==> config.mk <==
export PLATFORM = sky130hd
export DESIGN_NAME = tas_gate_sequencer
export DESIGN_NICKNAME = d
export VERILOG_FILES = /design/src/rtl/tas_seq_pkg.sv /design/src/rtl/tas_cmd_ram.sv /design/src/rtl/tas_buf_ctrl.sv /design/src/rtl/tas_slot_engine.sv /design/src/rtl/tas_gate_sequencer.sv
export SDC_FILE = /design/constraint.sdc
export NUM_CORES = 2
export LEC_CHECK = 0
export BUFFER_PORTS_ARGS = -buffer_cell sky130_fd_sc_hd__buf_2
export CAP_MARGIN = 25
export CORE_MARGIN = 1
export CORE_UTILIZATION = 55
export DETAILED_ROUTE_END_ITERATION = 10
export PLACE_DENSITY = 0.71
export SYNTH_ARGS = -nofsm -noshare
export SYNTH_HDL_FRONTEND = slang
export SYNTH_HIERARCHICAL = 1
export SYNTH_SLANG_ARGS = --single-unit
==> constraint.sdc <==
create_clock -name clk -period 12.6 [get_ports clk]
set_clock_uncertainty 0.05 [all_clocks]
set_input_delay 1.26 -clock clk [delete_from_list [all_inputs] [get_ports clk]]
set_output_delay 1.26 -clock clk [all_outputs]
set_load 0.02 [all_outputs]
==> src/rtl/tas_seq_pkg.sv <==
package tas_seq_pkg;
  localparam int MASK_W  = 8;
  localparam int CNT_W   = 14;
  localparam int CNT_LSB = 8;
  localparam int CMD_W   = CNT_LSB + CNT_W;

  typedef enum logic [1:0] {
    ST_IDLE = 2'd0,
    ST_LOAD = 2'd1,
    ST_RUN  = 2'd2,
    ST_HOLD = 2'd3
  } seq_state_e;

  function automatic logic [CNT_W-1:0] cmd_cnt(input logic [CMD_W-1:0] w);
    return w[CMD_W-1:CNT_LSB];
  endfunction

  function automatic logic [MASK_W-1:0] cmd_mask(input logic [CMD_W-1:0] w);
    return w[MASK_W-1:0];
  endfunction

  // short nonzero durations are raised to the floor value
  function automatic logic [CNT_W-1:0] eff_cnt(input logic [CNT_W-1:0] c,
                                               input logic [CNT_W-1:0] floor_c);
    if (c != '0 && c < floor_c) return floor_c;
    return c;
  endfunction
endpackage

==> src/rtl/tas_cmd_ram.sv <==
module tas_cmd_ram
  import tas_seq_pkg::*;
#(
  parameter int DEPTH = 64
) (
  input  logic                       clk,
  input  logic                       wr_en,
  input  logic [$clog2(2*DEPTH)-1:0] wr_addr,
  input  logic [CMD_W-1:0]           wr_data,
  input  logic                       rd_buf,
  input  logic [$clog2(DEPTH)-1:0]   rd_idx,
  output logic [CMD_W-1:0]           rd_data
);
  localparam int WORDS = 2 * DEPTH;

  logic [CMD_W-1:0] mem [WORDS];

  always_ff @(posedge clk) begin
    if (wr_en) mem[wr_addr] <= wr_data;
  end

  assign rd_data = mem[{rd_buf, rd_idx}];
endmodule

==> src/rtl/tas_buf_ctrl.sv <==
module tas_buf_ctrl (
  input  logic clk,
  input  logic rst_n,
  input  logic start_ev,
  input  logic sel_req,
  output logic active_buf
);
  always_ff @(posedge clk) begin
    if (!rst_n)        active_buf <= 1'b0;
    else if (start_ev) active_buf <= sel_req;
  end

  // the executed buffer changes only on a cycle start
  a_r7_swap_only_at_start: assert property (@(posedge clk) disable iff (!rst_n)
    !start_ev |=> $stable(active_buf));
endmodule

==> src/rtl/tas_slot_engine.sv <==
module tas_slot_engine
  import tas_seq_pkg::*;
#(
  parameter int DEPTH   = 64,
  parameter int MIN_CNT = 16
) (
  input  logic                     clk,
  input  logic                     rst_n,
  input  logic                     en,
  input  logic                     cycle_start,
  input  logic                     fetch_tick,
  input  logic [CMD_W-1:0]         cmd,
  output logic [$clog2(DEPTH)-1:0] rd_idx,
  output logic                     start_ev,
  output logic [MASK_W-1:0]        gate_mask,
  output logic                     addr_err,
  output logic                     cnt_err
);
  localparam int                IDX_W = $clog2(DEPTH);
  localparam logic [IDX_W-1:0]  LAST  = IDX_W'(DEPTH - 1);
  localparam logic [CNT_W-1:0]  MIN_C = CNT_W'(MIN_CNT);

  seq_state_e       state;
  logic [CNT_W-1:0] cnt_q;
  logic [IDX_W-1:0] ptr;

  // named events
  logic ld_ev, expire_ev, adv_ev, overrun_ev, pending;
  assign start_ev   = en && cycle_start;
  assign pending    = (state == ST_LOAD) || (state == ST_RUN);
  assign ld_ev      = en && !start_ev && (state == ST_LOAD);
  assign expire_ev  = en && !start_ev && (state == ST_RUN) && fetch_tick && (cnt_q == 1);
  assign overrun_ev = expire_ev && (ptr == LAST);
  assign adv_ev     = expire_ev && (ptr != LAST);
  assign rd_idx     = ptr;

  always_ff @(posedge clk) begin
    if (!rst_n) begin
      state     <= ST_IDLE;
      cnt_q     <= '0;
      ptr       <= '0;
      gate_mask <= '1;
      addr_err  <= 1'b0;
      cnt_err   <= 1'b0;
    end else if (!en) begin
      state     <= ST_IDLE;
      gate_mask <= '1;
    end else if (start_ev) begin
      state <= ST_LOAD;
      ptr   <= '0;
      if (pending) cnt_err <= 1'b1;
    end else begin
      unique case (state)
        ST_LOAD: begin
          gate_mask <= cmd_mask(cmd);
          cnt_q     <= eff_cnt(cmd_cnt(cmd), MIN_C);
          state     <= (cmd_cnt(cmd) == '0) ? ST_HOLD : ST_RUN;
        end
        ST_RUN: begin
          if (overrun_ev) begin
            addr_err <= 1'b1;
            cnt_q    <= '0;
            state    <= ST_HOLD;
          end else if (adv_ev) begin
            cnt_q <= '0;
            ptr   <= ptr + 1'b1;
            state <= ST_LOAD;
          end else if (fetch_tick) begin
            cnt_q <= cnt_q - 1'b1;
          end
        end
        default: ;
      endcase
    end
  end

  // a running entry never sits at zero count
  a_r4_run_nonzero: assert property (@(posedge clk) disable iff (!rst_n)
    (state == ST_RUN) |-> (cnt_q != '0));
  // an expiry leads straight to a load or to the hold state
  a_r4_expire_next: assert property (@(posedge clk) disable iff (!rst_n)
    adv_ev |=> (state == ST_LOAD) && (ptr != '0));
  // loaded nonzero counts are at least the floor
  a_r5_floor: assert property (@(posedge clk) disable iff (!rst_n)
    (ld_ev && cmd_cnt(cmd) != '0) |=> (cnt_q >= MIN_C));
  // the terminator mask holds until a new cycle
  a_r6_hold_mask: assert property (@(posedge clk) disable iff (!rst_n)
    (en && !cycle_start && state == ST_HOLD) |=> $stable(gate_mask));
  // sticky error flags
  a_r8_addr_sticky: assert property (@(posedge clk) disable iff (!rst_n)
    addr_err |=> addr_err);
  a_r9_cnt_sticky: assert property (@(posedge clk) disable iff (!rst_n)
    cnt_err |=> cnt_err);
endmodule

==> src/rtl/tas_gate_sequencer.sv <==
module tas_gate_sequencer
  import tas_seq_pkg::*;
#(
  parameter int DEPTH   = 64,
  parameter int MIN_CNT = 16
) (
  input  logic                       clk,
  input  logic                       rst_n,
  input  logic                       glb_en,
  input  logic                       port_en,
  input  logic                       wr_en,
  input  logic [$clog2(2*DEPTH)-1:0] wr_addr,
  input  logic [CMD_W-1:0]           wr_data,
  input  logic                       buf_sel,
  input  logic                       cycle_start,
  input  logic                       fetch_tick,
  output logic [MASK_W-1:0]          gate_mask,
  output logic                       active_buf,
  output logic                       addr_err,
  output logic                       cnt_err
);
  localparam int IDX_W = $clog2(DEPTH);

  logic             en;
  logic             start_ev;
  logic [IDX_W-1:0] rd_idx;
  logic [CMD_W-1:0] rd_cmd;

  assign en = glb_en && port_en;

  tas_cmd_ram #(.DEPTH(DEPTH)) u_ram (
    .clk     (clk),
    .wr_en   (wr_en),
    .wr_addr (wr_addr),
    .wr_data (wr_data),
    .rd_buf  (active_buf),
    .rd_idx  (rd_idx),
    .rd_data (rd_cmd)
  );

  tas_buf_ctrl u_buf (
    .clk        (clk),
    .rst_n      (rst_n),
    .start_ev   (start_ev),
    .sel_req    (buf_sel),
    .active_buf (active_buf)
  );

  tas_slot_engine #(.DEPTH(DEPTH), .MIN_CNT(MIN_CNT)) u_eng (
    .clk         (clk),
    .rst_n       (rst_n),
    .en          (en),
    .cycle_start (cycle_start),
    .fetch_tick  (fetch_tick),
    .cmd         (rd_cmd),
    .rd_idx      (rd_idx),
    .start_ev    (start_ev),
    .gate_mask   (gate_mask),
    .addr_err    (addr_err),
    .cnt_err     (cnt_err)
  );

  // while disabled, pulses change no buffer and raise no error, gates open
  a_r2_disabled_inert: assert property (@(posedge clk) disable iff (!rst_n)
    !en |=> $stable(active_buf) && !$rose(cnt_err) && (gate_mask == '1));
endmodule

==> results.ini <==
[run_status]
outcome = finished clean

[setup_path]
required_ns = 13.33
arrival_ns = 6.70
start_kind = flip-flop
critPathKind = reg2reg
crit_fanout = 94
max_stage_delay_ns = 0.84
cp_cell_sequence = buf_12 > buf_4 > mux4_2 > mux4_2 > mux4_2 > mux2_2 > nor4_1 > nand3_1 > o211a_1 > a311o_1
end_kind = flip-flop
crit_path_top_delay_cell = buf_4
crit_path_frequent_cell = mux4_2

[die]
rows = 163
coreArea_um2 = 197000
die_w_um = 448
io_pins = 48
dieArea_um2 = 200000
initial_core_util_pct = 55.4
die_h_um = 448

[grt]
top_usage_layer = met2
grt_pass1_vias = 50655
antenna_found_initial = 32
gr-usage-met1_pct = 39.3
grt_use_met3_pct = 5.75
grt_pass1_wl_mm = 376
grt-ovfl-total = 0
grt.total_usage_pct = 27.0
grtUsageMet2_pct = 41.9
grt_max_degree = 159

[flow_run]
maxCapViolCount = 0

[synth]
async_reset_ff_share_pct = 0
synth_area_um2 = 109000
synth_cell_types = 54
syn-num-nets = 4441
synthCells = 4399
yosysWarnings = 6
synth-edff-count = 2816
yosysSeqAreaShare_pct = 78.1
synth_ff_type = edfxtp_1
ys_seq_elements = 2849
avgSynthCellArea_um2 = 24.8

[finish]
n_fill_cell = 12823
final_cell_mix = edfxtp_1, mux4_2, clkbuf_16
regArea_um2 = 85200
multi_input_area_um2 = 23300
final_common_cell = edfxtp_1
areaGrowthSynthToFinish_pct = 12.3
layout-drive-gt1-share_pct = 34.7
nets = 4739

[cts]
cts_buffer_depth = 4
post-cts-setup-buffer-count = 0
clk_pin_slew_ns = 0.06
hold_buffers = 0
clk_latency_ns = 0.94
tritoncts = done
clockRootBuffer = clkbuf_16
clkSinkCount = 2849
cts_resized = 0
cts_inserted_buffers = 294
htreeDepth = 5

[placed_design]
numPortBuffers = 47
dp_hpwl_mm = 141
gp_congestion = 0.879

[sta]
min_period_ns = 5.97
tns_ns = 0
whs_ns = 0.426
worst_slew_pin_slew_ns = 1.08
max_slew_margin_pct = 28.1
rsz0062_at_grt = no
fin_crit_sh_pct = 47.4
drv_slew = 0
hold_viol = 0
setup_viol = 0
max_freq_mhz = 168

[pwr]
leakagePower_nw = 36.3
ir_worst_vdd_v = 0.000108
powerDensity_nw_per_um2 = 154

[route]
final_antenna_net_count = 0
viasPerCell = 6.72
drt_iter0_markers = 7474
drt_wl_total_mm = 265
routed-via-count = 50718
post_drt_wl_per_cell_um = 35.1
dr.pass1.iters = 5
drc_errors = 0

[hold_path]
hp-class = reg2reg

routing by layer:
metal	up-vias	share of wire [%]
met4	2	2.9
li1	19769	-
met5	-	0.0049
met1	27512	38
met3	429	11
met2	3006	48
stage by stage:
stage               worst slack [ns]  area, um^2  power [W]  utilization [%]  instances
CTS                             6.57      123000     0.0190             62.1       7539
floorplan                       8.48      109000     0.0107                -       4399
global route                    6.18      123000     0.0193             62.2       7545
finish                          6.63      123000     0.0189             62.2       7551
global placement                6.64      114000     0.0109             57.7       7041
detailed placement              6.60      114000     0.0109             57.7       7041
registers in the layout, summed over array words and instances (netlist names):
register / flops
u_eng/addr_err: 1
u_eng/cnt_q: 14
u_eng/rd_idx: 6
u_ram/mem: 2816
u_eng/cnt_err: 1
u_eng/gate_mask: 8
u_buf/active_buf: 1
u_eng/state: 2
cell families after synthesis:
logic type               Yosys count  synth area share, %
multiplexers                     947                 19.3
AND/OR/NAND/NOR                  286                 1.22
AO/OA/AOI/OAI                     69                0.442
flip-flops                      2849                 78.1
adder cells (fa/ha/maj)            5               0.0573
buffers and inverters            243                0.915
worst max-delay path: cells and delay by family (launching register included):
kind | cells | cell delay [ns]
muxes | 4 | 1.98
buffers and inverters | 2 | 1.52
DFF | 1 | 0.83
and+or+nand+nor | 2 | 0.77
AOI/OAI and AO/OA | 2 | 0.53
power breakdown:
group | switching, W | internal [W] | leakage (nW)
clock | 0.00344 | 0.00470 | 4.31
sequential | 0.00000896 | 0.0104 | 25.6
combinational | 0.000215 | 0.0000351 | 6.40
cells in the mapped netlist, drive strengths merged, types with 9 or more instances:
cell type	instances	area, um^2
nor3	16	80.1
dfxtp	33	661
nor2b	11	68.8
nand4	10	62.6
nand2	43	161
mux2	22	248
clkbuf	143	537
mux4	924	20800
nand3	30	150
or4	11	86.3
inv	9	33.8
o21ai	11	55.1
buf	90	424
a21oi	11	55.1
nor2	135	507
edfxtp	2816	84600
final cells by class:
cell class                      instances  area share [%]
Clock buffer                          375            6.39
Inverter                               10          0.0306
Sequential cell                      2849            69.5
Multi-Input combinational cell       1307            19.0
Antenna cell                           12          0.0245
Timing Repair Buffer                  235            1.48
Clock inverter                        123           0.840
Tap cell                             2640            2.69
worst paths after layout:
path	from	endpoint	slack, ns	cells past startpoint
max	u_eng/rd_idx[0]	u_eng/cnt_q[10]	6.63	10
min	u_eng/gate_mask[0]	u_eng/gate_mask[0]	0.43	2
max reg2reg	u_eng/rd_idx[0]	u_eng/cnt_q[10]	6.63	10
min reg2reg	u_eng/gate_mask[0]	u_eng/gate_mask[0]	0.43	2
(Power assumes the default switching activity.)
